<file path="src/rtl/lsc_pkg.sv">
package lsc_pkg;
  localparam logic [5:0] OP_RTYPE = 6'h00;
  localparam logic [5:0] OP_J     = 6'h02;
  localparam logic [5:0] OP_JAL   = 6'h03;
  localparam logic [5:0] OP_BEQZ  = 6'h04;
  localparam logic [5:0] OP_BNEZ  = 6'h05;
  localparam logic [5:0] OP_ADDI  = 6'h08;
  localparam logic [5:0] OP_SLTI  = 6'h0A;
  localparam logic [5:0] OP_ANDI  = 6'h0C;
  localparam logic [5:0] OP_ORI   = 6'h0D;
  localparam logic [5:0] OP_XORI  = 6'h0E;
  localparam logic [5:0] OP_LUI   = 6'h0F;
  localparam logic [5:0] OP_JR    = 6'h12;
  localparam logic [5:0] OP_JALR  = 6'h13;
  localparam logic [5:0] OP_LW    = 6'h23;
  localparam logic [5:0] OP_SW    = 6'h2B;

  localparam logic [5:0] FN_ADD = 6'h20;
  localparam logic [5:0] FN_SUB = 6'h22;
  localparam logic [5:0] FN_AND = 6'h24;
  localparam logic [5:0] FN_OR  = 6'h25;
  localparam logic [5:0] FN_XOR = 6'h26;
  localparam logic [5:0] FN_SLT = 6'h2A;

  typedef enum logic [1:0] {PC_SEQ, PC_BR, PC_IND, PC_ABS} pc_sel_e;
  typedef enum logic [1:0] {WB_ALU, WB_MEM, WB_LINK} wb_sel_e;
  typedef enum logic [1:0] {DST_RT, DST_RD, DST_LINK} dst_sel_e;
  typedef enum logic [1:0] {EXT_SX, EXT_ZX, EXT_HI} ext_e;
  typedef enum logic [2:0] {ALU_ADD, ALU_SUB, ALU_AND, ALU_OR, ALU_XOR, ALU_SLT, ALU_B} alu_op_e;

  typedef struct packed {
    pc_sel_e  pc_sel;
    wb_sel_e  wb_sel;
    dst_sel_e dst_sel;
    ext_e     ext;
    alu_op_e  alu_op;
    logic     b_imm;
    logic     rf_we;
    logic     mem_we;
  } ctrl_t;
endpackage

</file>
<file path="src/rtl/lsc_regfile.sv">
module lsc_regfile #(
  parameter int DW = 32,
  parameter int AW = 5
) (
  input  logic          clk,
  input  logic          we,
  input  logic [AW-1:0] waddr,
  input  logic [DW-1:0] wdata,
  input  logic [AW-1:0] ra1,
  output logic [DW-1:0] rd1,
  input  logic [AW-1:0] ra2,
  output logic [DW-1:0] rd2
);
  localparam int DEPTH = 2 ** AW;

  logic [DW-1:0] mem [DEPTH];

  always_ff @(posedge clk) begin
    if (we && (waddr != '0)) mem[waddr] <= wdata;
  end

  // entry 0 is never stored, its read is forced to zero
  assign rd1 = (ra1 == '0) ? '0 : mem[ra1];
  assign rd2 = (ra2 == '0) ? '0 : mem[ra2];
endmodule

</file>
<file path="src/rtl/lsc_imm_ext.sv">
module lsc_imm_ext
  import lsc_pkg::*;
#(
  parameter int DW = 32,
  parameter int IW = 16
) (
  input  logic [IW-1:0] imm,
  input  ext_e          mode,
  output logic [DW-1:0] ext
);
  localparam int PADW = DW - IW;

  always_comb begin
    unique case (mode)
      EXT_ZX:  ext = {{PADW{1'b0}}, imm};
      EXT_HI:  ext = {imm, {PADW{1'b0}}};
      default: ext = {{PADW{imm[IW-1]}}, imm};
    endcase
  end
endmodule

</file>
<file path="src/rtl/lsc_alu.sv">
module lsc_alu
  import lsc_pkg::*;
#(
  parameter int DW = 32
) (
  input  logic [DW-1:0] a,
  input  logic [DW-1:0] b,
  input  alu_op_e       op,
  output logic [DW-1:0] y
);
  always_comb begin
    unique case (op)
      ALU_SUB: y = a - b;
      ALU_AND: y = a & b;
      ALU_OR:  y = a | b;
      ALU_XOR: y = a ^ b;
      ALU_SLT: y = {{(DW-1){1'b0}}, ($signed(a) < $signed(b))};
      ALU_B:   y = b;
      default: y = a + b;
    endcase
  end
endmodule

</file>
<file path="src/rtl/lsc_ctrl_dec.sv">
module lsc_ctrl_dec
  import lsc_pkg::*;
(
  input  logic [5:0] op,
  input  logic [5:0] func,
  input  logic       shamt_zero,
  input  logic       rs_is_zero,
  output ctrl_t      ctl
);
  always_comb begin
    ctl.pc_sel  = PC_SEQ;
    ctl.wb_sel  = WB_ALU;
    ctl.dst_sel = DST_RT;
    ctl.ext     = EXT_SX;
    ctl.alu_op  = ALU_ADD;
    ctl.b_imm   = 1'b0;
    ctl.rf_we   = 1'b0;
    ctl.mem_we  = 1'b0;
    unique case (op)
      OP_RTYPE: begin
        ctl.dst_sel = DST_RD;
        ctl.rf_we   = shamt_zero;
        unique case (func)
          FN_ADD:  ctl.alu_op = ALU_ADD;
          FN_SUB:  ctl.alu_op = ALU_SUB;
          FN_AND:  ctl.alu_op = ALU_AND;
          FN_OR:   ctl.alu_op = ALU_OR;
          FN_XOR:  ctl.alu_op = ALU_XOR;
          FN_SLT:  ctl.alu_op = ALU_SLT;
          default: ctl.rf_we  = 1'b0;
        endcase
      end
      OP_ADDI: begin ctl.b_imm = 1'b1; ctl.rf_we = 1'b1; end
      OP_SLTI: begin ctl.b_imm = 1'b1; ctl.rf_we = 1'b1; ctl.alu_op = ALU_SLT; end
      OP_ANDI: begin ctl.b_imm = 1'b1; ctl.rf_we = 1'b1; ctl.alu_op = ALU_AND; ctl.ext = EXT_ZX; end
      OP_ORI:  begin ctl.b_imm = 1'b1; ctl.rf_we = 1'b1; ctl.alu_op = ALU_OR;  ctl.ext = EXT_ZX; end
      OP_XORI: begin ctl.b_imm = 1'b1; ctl.rf_we = 1'b1; ctl.alu_op = ALU_XOR; ctl.ext = EXT_ZX; end
      OP_LUI:  begin ctl.b_imm = 1'b1; ctl.rf_we = 1'b1; ctl.alu_op = ALU_B;   ctl.ext = EXT_HI; end
      OP_LW:   begin ctl.b_imm = 1'b1; ctl.rf_we = 1'b1; ctl.wb_sel = WB_MEM; end
      OP_SW:   begin ctl.b_imm = 1'b1; ctl.mem_we = 1'b1; end
      OP_BEQZ: ctl.pc_sel = rs_is_zero ? PC_BR : PC_SEQ;
      OP_BNEZ: ctl.pc_sel = rs_is_zero ? PC_SEQ : PC_BR;
      OP_J:    ctl.pc_sel = PC_ABS;
      OP_JAL: begin
        ctl.pc_sel = PC_ABS; ctl.wb_sel = WB_LINK; ctl.dst_sel = DST_LINK; ctl.rf_we = 1'b1;
      end
      OP_JR:   ctl.pc_sel = PC_IND;
      OP_JALR: begin
        ctl.pc_sel = PC_IND; ctl.wb_sel = WB_LINK; ctl.dst_sel = DST_LINK; ctl.rf_we = 1'b1;
      end
      default: ;
    endcase
  end
endmodule

</file>
<file path="src/rtl/lsc_core.sv">
module lsc_core
  import lsc_pkg::*;
#(
  parameter int DW = 32,
  parameter int AW = 5
) (
  input  logic          clk,
  input  logic          rst,
  output logic [DW-1:0] imem_addr,
  input  logic [DW-1:0] imem_rdata,
  output logic [DW-1:0] dmem_addr,
  output logic [DW-1:0] dmem_wdata,
  output logic          dmem_we,
  input  logic [DW-1:0] dmem_rdata
);
  localparam logic [AW-1:0] LINK_REG = AW'((2 ** AW) - 1);
  localparam logic [DW-1:0] STEP     = DW'(4);

  logic [DW-1:0] pc, pc4, pc_nxt, br_tgt, abs_tgt;
  logic [DW-1:0] rs_val, rt_val, imm, alu_b, alu_y, wb_val;
  logic [AW-1:0] rf_waddr;
  logic          rf_we;
  logic [31:0]   instr;
  ctrl_t         ctl;

  assign instr = imem_rdata;
  assign pc4   = pc + STEP;

  lsc_regfile #(.DW(DW), .AW(AW)) u_rf (
    .clk(clk), .we(rf_we), .waddr(rf_waddr), .wdata(wb_val),
    .ra1(instr[25:21]), .rd1(rs_val), .ra2(instr[20:16]), .rd2(rt_val)
  );

  lsc_ctrl_dec u_dec (
    .op(instr[31:26]), .func(instr[5:0]), .shamt_zero(instr[10:6] == 5'd0),
    .rs_is_zero(rs_val == '0), .ctl(ctl)
  );

  lsc_imm_ext #(.DW(DW), .IW(16)) u_ext (.imm(instr[15:0]), .mode(ctl.ext), .ext(imm));

  assign alu_b = ctl.b_imm ? imm : rt_val;

  lsc_alu #(.DW(DW)) u_alu (.a(rs_val), .b(alu_b), .op(ctl.alu_op), .y(alu_y));

  assign br_tgt  = pc4 + {imm[DW-3:0], 2'b00};
  assign abs_tgt = {pc[DW-1:DW-4], instr[25:0], 2'b00};

  always_comb begin
    unique case (ctl.pc_sel)
      PC_BR:   pc_nxt = br_tgt;
      PC_IND:  pc_nxt = rs_val;
      PC_ABS:  pc_nxt = abs_tgt;
      default: pc_nxt = pc4;
    endcase
    unique case (ctl.wb_sel)
      WB_MEM:  wb_val = dmem_rdata;
      WB_LINK: wb_val = pc4;
      default: wb_val = alu_y;
    endcase
    unique case (ctl.dst_sel)
      DST_RD:   rf_waddr = instr[15:11];
      DST_LINK: rf_waddr = LINK_REG;
      default:  rf_waddr = instr[20:16];
    endcase
  end

  assign rf_we = ctl.rf_we & ~rst;

  always_ff @(posedge clk) begin
    if (rst) pc <= '0;
    else     pc <= pc_nxt;
  end

  assign imem_addr  = pc;
  assign dmem_addr  = alu_y;
  assign dmem_wdata = rt_val;
  assign dmem_we    = ctl.mem_we & ~rst;

  logic is_branch;
  assign is_branch = (instr[31:26] == OP_BEQZ) || (instr[31:26] == OP_BNEZ);

  AST_RESET_PC: assert property (@(posedge clk) rst |=> (pc == '0));
  AST_SEQ_STEP: assert property (@(posedge clk) disable iff (rst)
    (ctl.pc_sel == PC_SEQ) |=> (pc == $past(pc) + STEP));
  AST_STORE_NO_REG: assert property (@(posedge clk) disable iff (rst)
    dmem_we |-> !rf_we);
  AST_LINK_DEST: assert property (@(posedge clk) disable iff (rst)
    (rf_we && ctl.wb_sel == WB_LINK) |-> (rf_waddr == LINK_REG));
  AST_BRANCH_QUIET: assert property (@(posedge clk) disable iff (rst)
    is_branch |-> (!rf_we && !dmem_we));
endmodule

</file>
<file path="config.mk">
export PLATFORM = sky130hd
export DESIGN_NAME = lsc_core
export DESIGN_NICKNAME = d
export VERILOG_FILES = /design/src/rtl/lsc_pkg.sv /design/src/rtl/lsc_regfile.sv /design/src/rtl/lsc_imm_ext.sv /design/src/rtl/lsc_alu.sv /design/src/rtl/lsc_ctrl_dec.sv /design/src/rtl/lsc_core.sv
export SDC_FILE = /design/constraint.sdc
export NUM_CORES = 2
export LEC_CHECK = 0
export ABC_AREA = 0
export BUFFER_PORTS_ARGS = -buffer_cell sky130_fd_sc_hd__buf_2
export CORE_ASPECT_RATIO = 0.75
export CORE_MARGIN = 4
export CORE_UTILIZATION = 30
export CTS_CLUSTER_SIZE = 30
export DETAILED_ROUTE_END_ITERATION = 16
export MAX_ROUTING_LAYER = met4
export PLACE_DENSITY_LB_ADDON = 0.08
export SYNTH_ARGS = -nofsm -noshare
export SYNTH_HDL_FRONTEND = slang
export SYNTH_SLANG_ARGS = --single-unit
</file>
<file path="constraint.sdc">
create_clock -name clk -period 9.1 [get_ports clk]
set_input_delay 1.365 -clock clk [delete_from_list [all_inputs] [get_ports clk]]
set_output_delay 1.365 -clock clk [all_outputs]
set_load 0.01 [all_outputs]
</file>
==> metrics.cfg <==
[power]
power_density_nw_per_um2=208
p_leak_nw=22.9
ir_drop_uv=144
power.total_mw=13.9

[timing]
fin_crit_sh_pct=98.2
max-slew-margin-rel_pct=8.78
tightest_slew_ns=1.37
final_max_slew_viol_count=0
clock_skew_ns=0.0674
hold_viol_final=0
setup_viol=0
fmax_mhz=112
rsz0062_at_grt=false
hold_ws_ns=0.532
fin_crit_ns=8.94

[clocking]
htree_levels=3
cts_buffers=109
clk_latency_ns=0.79
clock_sinks=1056
clockRootBuffer=clkbuf_16
postCtsHoldBufs=0
cts_tree=done
cts.path.max_buffers=3
clk_pin_slew_ns=0.06

[logic_synthesis]
synth-simple-area-share_pct=5.66
yosys-top-cells-count=edfxtp_1 (1024), mux4_2 (475), nor2_1 (246), a21oi_1 (191), clkbuf_1 (156)
synth-warning-count=0
synth_area_sq_um=57600
synth-compound-area-share_pct=9.90
synth_mux_area_share_pct=22.8
ys_ff_latch=1056
synth_fa_ha_area_share_pct=2.99
synth_top_area_share_pct=53.4
synth_edf_count=1024
synth_top_family_by_area=multiplexers
avgSynthCellArea_sq_um=14.8
syn_inst=3901
synth_top_cell_by_area=edfxtp_1
synth_area_leaders=edfxtp_1 (53%), mux4_2 (19%), ha_1 (2.9%)
ys_seq_area_share_pct=54.5
synth_flop_cell=edfxtp_1
synth_xor_area_share_pct=1.02
synthArstFlopShare_pct=0
synth.distinct_cells=88
yosysMostFrequentCell=edfxtp_1

[setup_path]
cp_slowest_cell=a21o_1
required_ns=7.74
critPathBufInv=7
crit_arrival_ns=7.57
cp-end-kind=primary output
r2r_setup_slack_ns=2.41
critPathTopFamily=compound AO/OA/AOI/OAI gates
crit_chain=buf_2 > nor4bb_1 > nand3_1 > buf_4 > clkinv_1 > ha_1 > nor2b_1 > buf_4 > a21o_1 > mux2_2 > inv_1 > ha_1 > nand3_1 > nor3_1 > buf_4 > or4b_2 > a21boi_0 > nor3_1 > o311ai_0 > o211ai_1 > xor2_1 > o21ai_0 > buf_2
cp_slowest_stage_delay_ns=0.58
r2r-start=u_rf.mem[21][8]
crit_type=in -> out
r2r_end=u_rf.mem[24][27]
rr_worst_depth=21
critPathLaunchType=primary input
crit_fanout=16
crit_top_cell=buf_4

[drt]
via_per_inst=6.00
postRouteAntennaNets=0
drt_pass1_iterations=6
routed_wl_mm=264
vias=41200
drc_errors=0
drt_iter0_markers=5262
route.detailed.wl_per_inst_um=38.4

[layout]
drive_above_1_share_pct=29.6
syn2layout_area_growth_pct=16.4
nets=4440
num-fill-cells=18200

[min_path]
holdPathStages=1
min_to=imem_addr[30]
min_from=imem_addr[30]
min_path_type=reg -> reg

[floorplan]
die_x_um=514
rows=138
die_area_sq_um=199000
ioPinCount=163
initial_utilization_pct=30.3
die_y_um=387
core_sq_um=190000

[global_routing]
grt_usage_pct=26.6
grt_pass1_wl_mm=354
grt_pass1_vias=39400
antenna_found_initial=28
overflow=0
grt_max_degree=58

[placement]
place_hpwl_mm=180
port_buffers=162
gp_congestion=1.01

[run_status]
status=complete, no violations

[run]
cap_violations=0

## flip-flops by register name, indices dropped and copies added (netlist names)
| name | flops |
|---|---|
| imem_addr | 32 |
| u_rf.mem | 1024 |
## layer usage
| metal | GRT usage [%] | wire length [um] | vias up | share of wire (%) |
|---|---|---|---|---|
| li1 | - | - | 16600 | - |
| met1 | 39.7 | 123000 | 22300 | 47 |
| met2 | 36.7 | 112000 | 1989 | 42 |
| met3 | 6.43 | 23700 | 290 | 9.0 |
| met4 | 5.21 | 5350 | 0 | 2.0 |
| met5 | - | 0 | - | 0 |
## through the flow
step / TNS (ns) / utilization (%) / std cells / setup WS (ns) / instance area [sq um]
final: 0 / 35.3 / 6861 / 0.162 / 67000
after global routing: 0 / 35.3 / 6856 / 0.0142 / 67000
after CTS: 0 / 35.3 / 6851 / 0.154 / 67000
after floorplan: 0 / - / 3932 / 0.196 / 57700
after global placement: -0.0126 / 33.5 / 6647 / -0.0126 / 63500
after detailed placement: 0 / 33.5 / 6647 / 0.0120 / 63500
## what timing repair did
action                                  CTS  global route
endpoints found under the setup margin    1             9
endpoints found under the hold margin     0             0
setup buffers                             0             0
gates resized for setup                   1             6
## placed cells by master (no fill, tap or decap), types with 96 or more instances in the layout
master     count
a21oi_1      187
a22oi_1       96
buf_2        153
buf_4        283
clkbuf_16    110
edfxtp_1    1024
ha_1         132
inv_1        132
mux2i_1      135
mux4_2       475
nand2_1      150
nor2_1       212
o21ai_0      107
## kinds of logic after synthesis
group	Yosys count
xor gates and xnor gates	67
DFF	1056
other	1
and+or+nand+nor	682
muxes	708
AOI/OAI and AO/OA	844
buffers and inverters	407
adders and majority gates	136
## where the power goes
part,internal (mW),leakage [nW],switching [mW],total (mW)
clock,2.43,1.68,2.06,4.49
sequential,6.02,9.50,0.0259,6.04
combinational,1.05,11.7,2.35,3.40
total,9.50,22.9,4.43,13.9
## layout make-up
cell class                      instances  area (sq um)  share of cell area (%)
Multi-Input combinational cell       2469         25000                    37.3
Tap cell                             2520          3150                    4.70
Antenna cell                           10          25.0                  0.0373
Clock inverter                         71           639                   0.954
Clock buffer                          133          2840                    4.23
Timing Repair Buffer                  469          3510                    5.24
Inverter                              133           499                   0.745
Sequential cell                      1056         31400                    46.8
## worst max-delay path by stage
| stage | slack (ns) | startpoint | to | depth (start not counted) |
|---|---|---|---|---|
| finish | 0.16 | imem_rdata[29] | dmem_addr[27] | 23 |
| global route | 0.01 | imem_rdata[24] | dmem_addr[25] | 20 |
| CTS | 0.15 | imem_rdata[16] | dmem_addr[27] | 20 |
| detailed placement | 0.01 | imem_rdata[16] | dmem_addr[26] | 20 |
| global placement | -0.01 | imem_rdata[16] | dmem_addr[26] | 20 |
| floorplan | 0.20 | imem_rdata[19] | dmem_addr[28] | 23 |
(Power assumes the default switching activity.)
